`src/rtl/tsb_pkg.sv`:
```
package tsb_pkg;
    localparam int DATA_W     = 16;
    localparam int CODE_W     = 4;
    localparam int NUM_PORTS  = 2;
    localparam int MAX_FACTOR = 256;
    localparam int CNT_W      = $clog2(MAX_FACTOR);

    typedef logic [CODE_W-1:0] ps_code_t;
    typedef logic [CNT_W-1:0]  div_cnt_t;

    // decoded prescaler selection: enable and terminal count (factor - 1)
    typedef struct packed {
        logic     en;
        div_cnt_t last;
    } div_sel_t;

    // one port's request toward the shared configuration word
    typedef struct packed {
        logic     hit;
        ps_code_t code;
    } cfg_req_t;

    function automatic div_sel_t decode_code(input ps_code_t c);
        div_sel_t s;
        int f;
        case (c)
            4'd1:    f = 1;
            4'd2:    f = 2;
            4'd3:    f = 4;
            4'd4:    f = 6;
            4'd5:    f = 8;
            4'd6:    f = 10;
            4'd7:    f = 12;
            4'd8:    f = 16;
            4'd9:    f = 32;
            4'd10:   f = 64;
            4'd11:   f = 128;
            4'd12:   f = 256;
            default: f = 0;   // 0 and 13..15 stop the prescaler
        endcase
        s.en   = (f != 0);
        s.last = (f == 0) ? '0 : div_cnt_t'(f - 1);
        return s;
    endfunction
endpackage

```
`src/rtl/tsb_cfg_reg.sv`:
```
module tsb_cfg_reg
    import tsb_pkg::*;
(
    input  logic                     clk,
    input  logic                     rst,
    input  cfg_req_t [NUM_PORTS-1:0] req,
    output ps_code_t                 code,
    output logic                     restart,
    output logic                     collision
);
    logic [NUM_PORTS-1:0] hits;
    ps_code_t             code_nxt;
    ps_code_t             code_q;
    logic                 coll_q;

    always_comb begin
        code_nxt = code_q;
        // lowest index written last so port 0 wins
        for (int i = NUM_PORTS - 1; i >= 0; i--) begin
            hits[i] = req[i].hit;
            if (req[i].hit) code_nxt = req[i].code;
        end
    end

    always_ff @(posedge clk) begin
        if (rst) begin
            code_q <= '0;
            coll_q <= 1'b0;
        end else begin
            code_q <= code_nxt;
            if ($countones(hits) > 1) coll_q <= 1'b1;
        end
    end

    assign code      = code_q;
    assign restart   = |hits;
    assign collision = coll_q;
endmodule

```
`src/rtl/tsb_prescaler.sv`:
```
module tsb_prescaler
    import tsb_pkg::*;
(
    input  logic     clk,
    input  logic     rst,
    input  ps_code_t code,
    input  logic     restart,
    output logic     tick
);
    div_sel_t sel;
    div_cnt_t cnt_q;

    assign sel  = decode_code(code);
    assign tick = sel.en && (cnt_q == sel.last);

    always_ff @(posedge clk) begin
        if (rst || restart || !sel.en) begin
            cnt_q <= '0;
        end else if (tick) begin
            cnt_q <= '0;
        end else begin
            cnt_q <= cnt_q + 1'b1;
        end
    end
endmodule

```
`src/rtl/tsb_counter.sv`:
```
module tsb_counter #(
    parameter int WIDTH = 16
) (
    input  logic             clk,
    input  logic             rst,
    input  logic             adv,
    output logic [WIDTH-1:0] value
);
    always_ff @(posedge clk) begin
        if (rst)      value <= '0;
        else if (adv) value <= value + 1'b1;
    end
endmodule

```
`src/rtl/stamp_timebase.sv`:
```
module stamp_timebase
    import tsb_pkg::*;
#(
    parameter int               ADDR_W   = 8,
    parameter logic [ADDR_W-1:0] CFG_ADDR = 8'h02,
    parameter int               STAMP_W  = 16
) (
    input  logic               clk,
    input  logic               rst,
    input  logic               cfg0_wr,
    input  logic [ADDR_W-1:0]  cfg0_addr,
    input  logic [DATA_W-1:0]  cfg0_wdata,
    input  logic [ADDR_W-1:0]  cfg0_raddr,
    output logic [DATA_W-1:0]  cfg0_rdata,
    input  logic               cfg1_wr,
    input  logic [ADDR_W-1:0]  cfg1_addr,
    input  logic [DATA_W-1:0]  cfg1_wdata,
    input  logic [ADDR_W-1:0]  cfg1_raddr,
    output logic [DATA_W-1:0]  cfg1_rdata,
    output logic               tick,
    output logic [STAMP_W-1:0] stamp,
    output logic               collision
);
    localparam int RSVD_W = DATA_W - CODE_W;

    logic [NUM_PORTS-1:0] wr_v;
    logic [ADDR_W-1:0]    waddr_v [NUM_PORTS];
    logic [DATA_W-1:0]    wdata_v [NUM_PORTS];
    logic [ADDR_W-1:0]    raddr_v [NUM_PORTS];
    logic [DATA_W-1:0]    rdata_v [NUM_PORTS];
    cfg_req_t [NUM_PORTS-1:0] req;
    ps_code_t             cfg_code;
    logic                 restart;
    logic [2*RSVD_W-1:0]  unused_rsvd;

    assign wr_v       = {cfg1_wr, cfg0_wr};
    assign waddr_v[0] = cfg0_addr;
    assign waddr_v[1] = cfg1_addr;
    assign wdata_v[0] = cfg0_wdata;
    assign wdata_v[1] = cfg1_wdata;
    assign raddr_v[0] = cfg0_raddr;
    assign raddr_v[1] = cfg1_raddr;
    assign cfg0_rdata = rdata_v[0];
    assign cfg1_rdata = rdata_v[1];
    // reserved write bits are dropped
    assign unused_rsvd = {cfg1_wdata[DATA_W-1:CODE_W], cfg0_wdata[DATA_W-1:CODE_W]};

    for (genvar p = 0; p < NUM_PORTS; p++) begin : g_port
        assign req[p].hit  = wr_v[p] && (waddr_v[p] == CFG_ADDR);
        assign req[p].code = wdata_v[p][CODE_W-1:0];
        assign rdata_v[p]  = (raddr_v[p] == CFG_ADDR) ? {{RSVD_W{1'b0}}, cfg_code} : '0;
    end

    tsb_cfg_reg u_cfg (
        .clk       (clk),
        .rst       (rst),
        .req       (req),
        .code      (cfg_code),
        .restart   (restart),
        .collision (collision)
    );

    tsb_prescaler u_presc (
        .clk     (clk),
        .rst     (rst),
        .code    (cfg_code),
        .restart (restart),
        .tick    (tick)
    );

    tsb_counter #(.WIDTH(STAMP_W)) u_cnt (
        .clk   (clk),
        .rst   (rst),
        .adv   (tick),
        .value (stamp)
    );
endmodule

```
`config.mk`:
```
export PLATFORM = sky130hd
export DESIGN_NAME = stamp_timebase
export DESIGN_NICKNAME = d
export VERILOG_FILES = /design/src/rtl/tsb_pkg.sv /design/src/rtl/tsb_cfg_reg.sv /design/src/rtl/tsb_prescaler.sv /design/src/rtl/tsb_counter.sv /design/src/rtl/stamp_timebase.sv
export SDC_FILE = /design/constraint.sdc
export NUM_CORES = 1
export LEC_CHECK = 0
export ABC_AREA = 0
export BUFFER_PORTS_ARGS = -buffer_cell sky130_fd_sc_hd__buf_2
export CORE_UTILIZATION = 30
export DETAILED_ROUTE_END_ITERATION = 10
export GPL_ROUTABILITY_DRIVEN = 0
export MAX_ROUTING_LAYER = met4
export PLACE_DENSITY = 0.68
export SLEW_MARGIN = 20
export SYNTH_ARGS = -nofsm -noshare
export SYNTH_HDL_FRONTEND = slang
export SYNTH_SLANG_ARGS = --single-unit
```
`constraint.sdc`:
```
create_clock -name clk -period 3.27 [get_ports clk]
set_input_delay 0.654 -clock clk [delete_from_list [all_inputs] [get_ports clk]]
set_output_delay 0.654 -clock clk [all_outputs]
set_load 0.02 [all_outputs]
```
# --- Word-level counts from Yosys, hierarchy flattened ---
# Memory sizes are Yosys's and may differ from the RTL's. A register that Yosys moved wholly into a read port is not among the register bits.
# Index checks and enable logic that the tools add are counted.
word_totals:
  register_bits: 29
  rom_bits: 144
  in_bits: 68
  word_cells: 33
  n_memories: 1
mem_list:
  columns: ["name", "words", "word_bits", "read_ports", "rd_ports_with_merged_regs", "wr", "line_no", "source"]
  rows:
  - ["(name not given)", 16, 9, 1, 1, 0, "tsb_pkg.sv:26", "case (c)"]
op_classes:
  n_addsub: 4
  order_cmp: 1
  eq_ne: 5
  mux: 7
  n_reduce_logical: 11
op_table:
  columns: ["op", "count"]
  rows:
  - ["8-bit by 2-bit equality test with 1-bit output, second input constant", 4]
  - ["32-bit by 2-bit greater-than comparator with 1-bit output, second input constant", 1]
  - ["32-bit logical NOT", 1]
  - ["32-bit nonzero test", 1]
  - ["4-bit two-way mux", 6]
  - ["16-bit by 1-bit adder with 16-bit output, second input constant", 1]
  - ["8-bit by 1-bit adder with 8-bit output, second input constant", 1]
  - ["8-bit equality test", 1]
  - ["8-bit two-way mux", 1]
  - ["8-bit by 2-bit subtractor with 8-bit output, second input constant", 1]
  - ["2-bit OR reduction", 2]
  - ["1-bit logical AND", 3]
  - ["1-bit by 1-bit adder with 2-bit output", 1]
  - ["1-bit logical OR", 2]
  - ["2-bit nonzero test", 1]
  - ["1-bit logical NOT", 1]

# --- Logic depth before layout (Yosys ltp) ---
depth:
  ltp_word: 6
  depth_mapped: 10
  ltp_nobuf: 8

# --- By module ---
# A second synthesis with hierarchy kept.
unflattened:
  cells_unflattened: 252
  area_unflattened_um2: 2173.3
modules_own_cells:
  columns: ["mod", "instances", "cells_per_inst", "area_each_um2"]
  rows:
  - ["tsb_prescaler", 1, 99, 839.6]
  - ["tsb_counter", 1, 83, 757.0]
  - ["stamp_timebase", 1, 48, 351.6]
  - ["tsb_cfg_reg", 1, 22, 225.2]

# --- Worst setup path before layout ---
# No wires, ideal clock.
synth_path:
  path_kind: "reg2out"
  startpoint: "register with a tool-made name"
  endpoint: "output tick"
  arrival_ns: 2.307
  path_slack_ns: 0.309
  stages_incl_launch_ff: 7
  n_path_buf: 1
  cell_sequence: "dfxtp_1 > or4_4 > or4_4 > a311o_1 > o31a_4 > buf_6 > nor2_1"
synth_rtl:
  columns: ["element", "line_no", "source"]
  rows:
  - ["end: declaration", "stamp_timebase.sv:20", "output logic tick,"]

==> results by group <==
Cells and area
  • Leading cell types in the layout, fill and taps excluded: buf_2, dfxtp_1, nor2_1, conb_1
  • FILL cells: about 750
  • Final core occ: roughly 38%
  • Ant diodes: 0
  • Fin nets: about 420
  • Layout area overhead: 20.2%
  • Commonest non-fill, non-tap cell in the layout: buf_2
  • Share of cells above drive strength 1: around a quarter

Drt
  • Avg WL per Cell: around 11 um
  • Drt pass-1 iters: 4
  • Antenna-violating nets left: 0
  • DR iter-0 viols: between 60 and 70
  • Final wirelength: between 5000 and 6000 um
  • Drt drc: 0
  • Vias post-DR: approximately 2200
  • Via-to-Cell Ratio: 4.92

Timing
  • Least-Margin Pin Slew: around 740 ps
  • # setup viols final: 0
  • Final Max Slew Viols: 0
  • Final worst-path cycle share: 96.0%
  • Worst relative slew slack: between 50% and 60%
  • Setup TNS: 0 ps
  • RSZ-0062 raised after global routing: no
  • Max Clk Rate: between 300 and 400 MHz
  • Clock skew: roughly 10 ps
  • Post-layout min period: between 3000 and 4000 ps
  • Fin. Hold Viols: 0

Synth
  • Synth Instances: approximately 280
  • Register area share after synthesis: between 30% and 40%
  • Ys Warns: 0
  • #FFs+latches synth: 38
  • Primary FF master, synth: dfxtp_1
  • EDFF count, synth: 0
  • Avg Cell Area, Syn: 8.37 um2
  • Distinct cell type count after synthesis: 50
  • Mapped cell area: ~2300 um2
  • FFs w/ async S/R, synth: 0%

Floorplan
  • # IOs: about 120
  • DIE WIDTH: approximately 90 um
  • Initial Utilization: a little under a third
  • Die Ht: 90.1 um
  • FP Rows: 31
  • Area of the die: just over 8000 um2
  • Core area: around 7400 um2

Clock tree
  • CTS H-Tree Depth: 2
  • Longest Clk Path Bufs: 2
  • Worst skew pair latency: roughly 290 ps
  • Postcts setup bufs: 0
  • TritonCTS buffer count: 5
  • Clk pin slew, worst setup/hold paths: about 70 ps
  • Clk root buf: clkbuf_8
  • CTS tree: done
  • Sink Count: 38

Worst setup path
  • Worst reg-to-reg setup slack: approximately 460 ps
  • Req. time, crit path: 2620 ps
  • Largest fanout on the critical path: 5
  • Crit path capture type: output port
  • Worst R2R Path Depth: 7
  • CP arrival: ~2500 ps
  • Setup CP Type: reg2out
  • Reg2reg end: u_cnt.value[9]$_SDFFE_PP0P_
  • Crit path launch type: flop

Global routing
  • GRT Residual Overflow: 0
  • First-pass GRT wire length: 8180 um
  • Largest net degree at the start of global routing: 29
  • GRT Overall Usage: about an eighth
  • Initial antenna violation count: 0
  • Vias in the first global route: 1837

Min path
  • Hold/Removal Path Class: reg2reg
  • Worst hold path startpoint: u_cfg.collision$_SDFFE_PP0N_
  • Worst Hold Path Cells: 2
  • Min-Delay Endpoint: u_cfg.collision$_SDFFE_PP0N_

Power and ir drop
  • VDD IR max: roughly 140 uV
  • Pwr Density: between 300 and 400 nW/um2
  • LEAKAGE: 0.00122 uW

Flow run
  • Max_cap viols: 0

Place
  • I/O Buffers: ~70
  • DPL Wire Length: around 3800 um

Run status
  • Outcome: finished clean
[final cells by class]
class | instances | area (um2) | share of cell area (%)
Tap cell | 99 | 124 | 4.43
Multi-Input combinational cell | 218 | 1390 | 49.8
Sequential cell | 38 | 761 | 27.2
Timing Repair Buffer | 75 | 390 | 14.0
Inverter | 12 | 45.0 | 1.61
Clock buffer | 6 | 82.6 | 2.95
[power by group]
part	total, uW	switching [uW]	internal (uW)	leakage (uW)
clock network	315	152	163	0.0000431
logic	66.7	42.4	24.3	0.000870
registers	464	0.522	463	0.000306
total	845	195	650	0.00122
[how the worst max path moves through the flow]
stage | end | cells past startpoint | startpoint
6_report | tick | 6 | flop
5_1_grt | tick | 6 | flop
4_1_cts | tick | 6 | flop
3_5_place_dp | tick | 6 | flop
3_3_place_gp | tick | 6 | flop
2_1_floorplan | tick | 6 | flop
[worst max-delay path: stages (launching register included)]
cell,delay (ps)
dfxtp_1,350
or4_4,580
or4_4,500
a311o_1,310
o31a_4,130
nor2_4,140
buf_2,190
[timing repair]
item                                   4_1_cts  5_1_grt
endpoints found under the hold margin        0        0
hold buffers                                 0        0
setup endpoints to repair                    1        1
gates resized for setup                      1        1
[synth_stat cells (3+ instances only)]
cell type / count / area, um2
a211oi_1: 7 / 52.6
a21oi_1: 11 / 55.1
a311oi_1: 3 / 26.3
a31o_2: 3 / 26.3
and2_1: 8 / 50.1
and3_1: 3 / 18.8
buf_4: 24 / 180
clkbuf_1: 7 / 26.3
dfxtp_1: 38 / 761
ha_1: 6 / 75.1
inv_1: 12 / 45.0
mux2i_1: 6 / 60.1
nand2_1: 11 / 41.3
nand3_1: 12 / 60.1
nand4_1: 4 / 25.0
nand4b_1: 3 / 26.3
nor2_1: 32 / 120
nor3_1: 6 / 30.0
nor3b_1: 4 / 30.0
nor4_1: 9 / 56.3
o31ai_1: 9 / 67.6
or3_1: 3 / 18.8
or4_1: 8 / 60.1
xnor2_1: 8 / 70.1
xor2_1: 7 / 61.3
[layer usage]
layer | global-route usage, % | vias to the layer above | wire length, um
met5 | - | - | 0
met4 | 4.70 | 0 | 68
met3 | 2.71 | 8 | 299
met2 | 19.7 | 101 | 2310
met1 | 15.9 | 988 | 2390
li1 | - | 1109 | -
[stage by stage]
step	cell area (um2)	setup WS, ps	total power (uW)	hold WS [ps]	cells
after global routing	2800	26.9	881	511	448
after global placement	2710	303	540	459	442
final	2800	130	845	493	448
after floorplan	2410	309	536	451	301
after detailed placement	2710	283	541	475	442
after CTS	2790	57.6	852	491	448
[cell families (layout without fill, tap and decap cells)]
| family | Yosys count | after routing | synth area share [%] |
|---|---|---|---|
| simple gates | 116 | 116 | 27.6 |
| compound gates | 50 | 50 | 16.1 |
| buf+inv | 45 | 93 | 11.5 |
| flops | 38 | 38 | 32.7 |
| xor+xnor | 15 | 15 | 5.65 |
| mux | 7 | 7 | 3.07 |
| fa+ha+maj | 6 | 6 | 3.23 |
| other cells | 1 | 24 | 0.161 |
No activity file was read; power rests on OpenSTA's default activity.
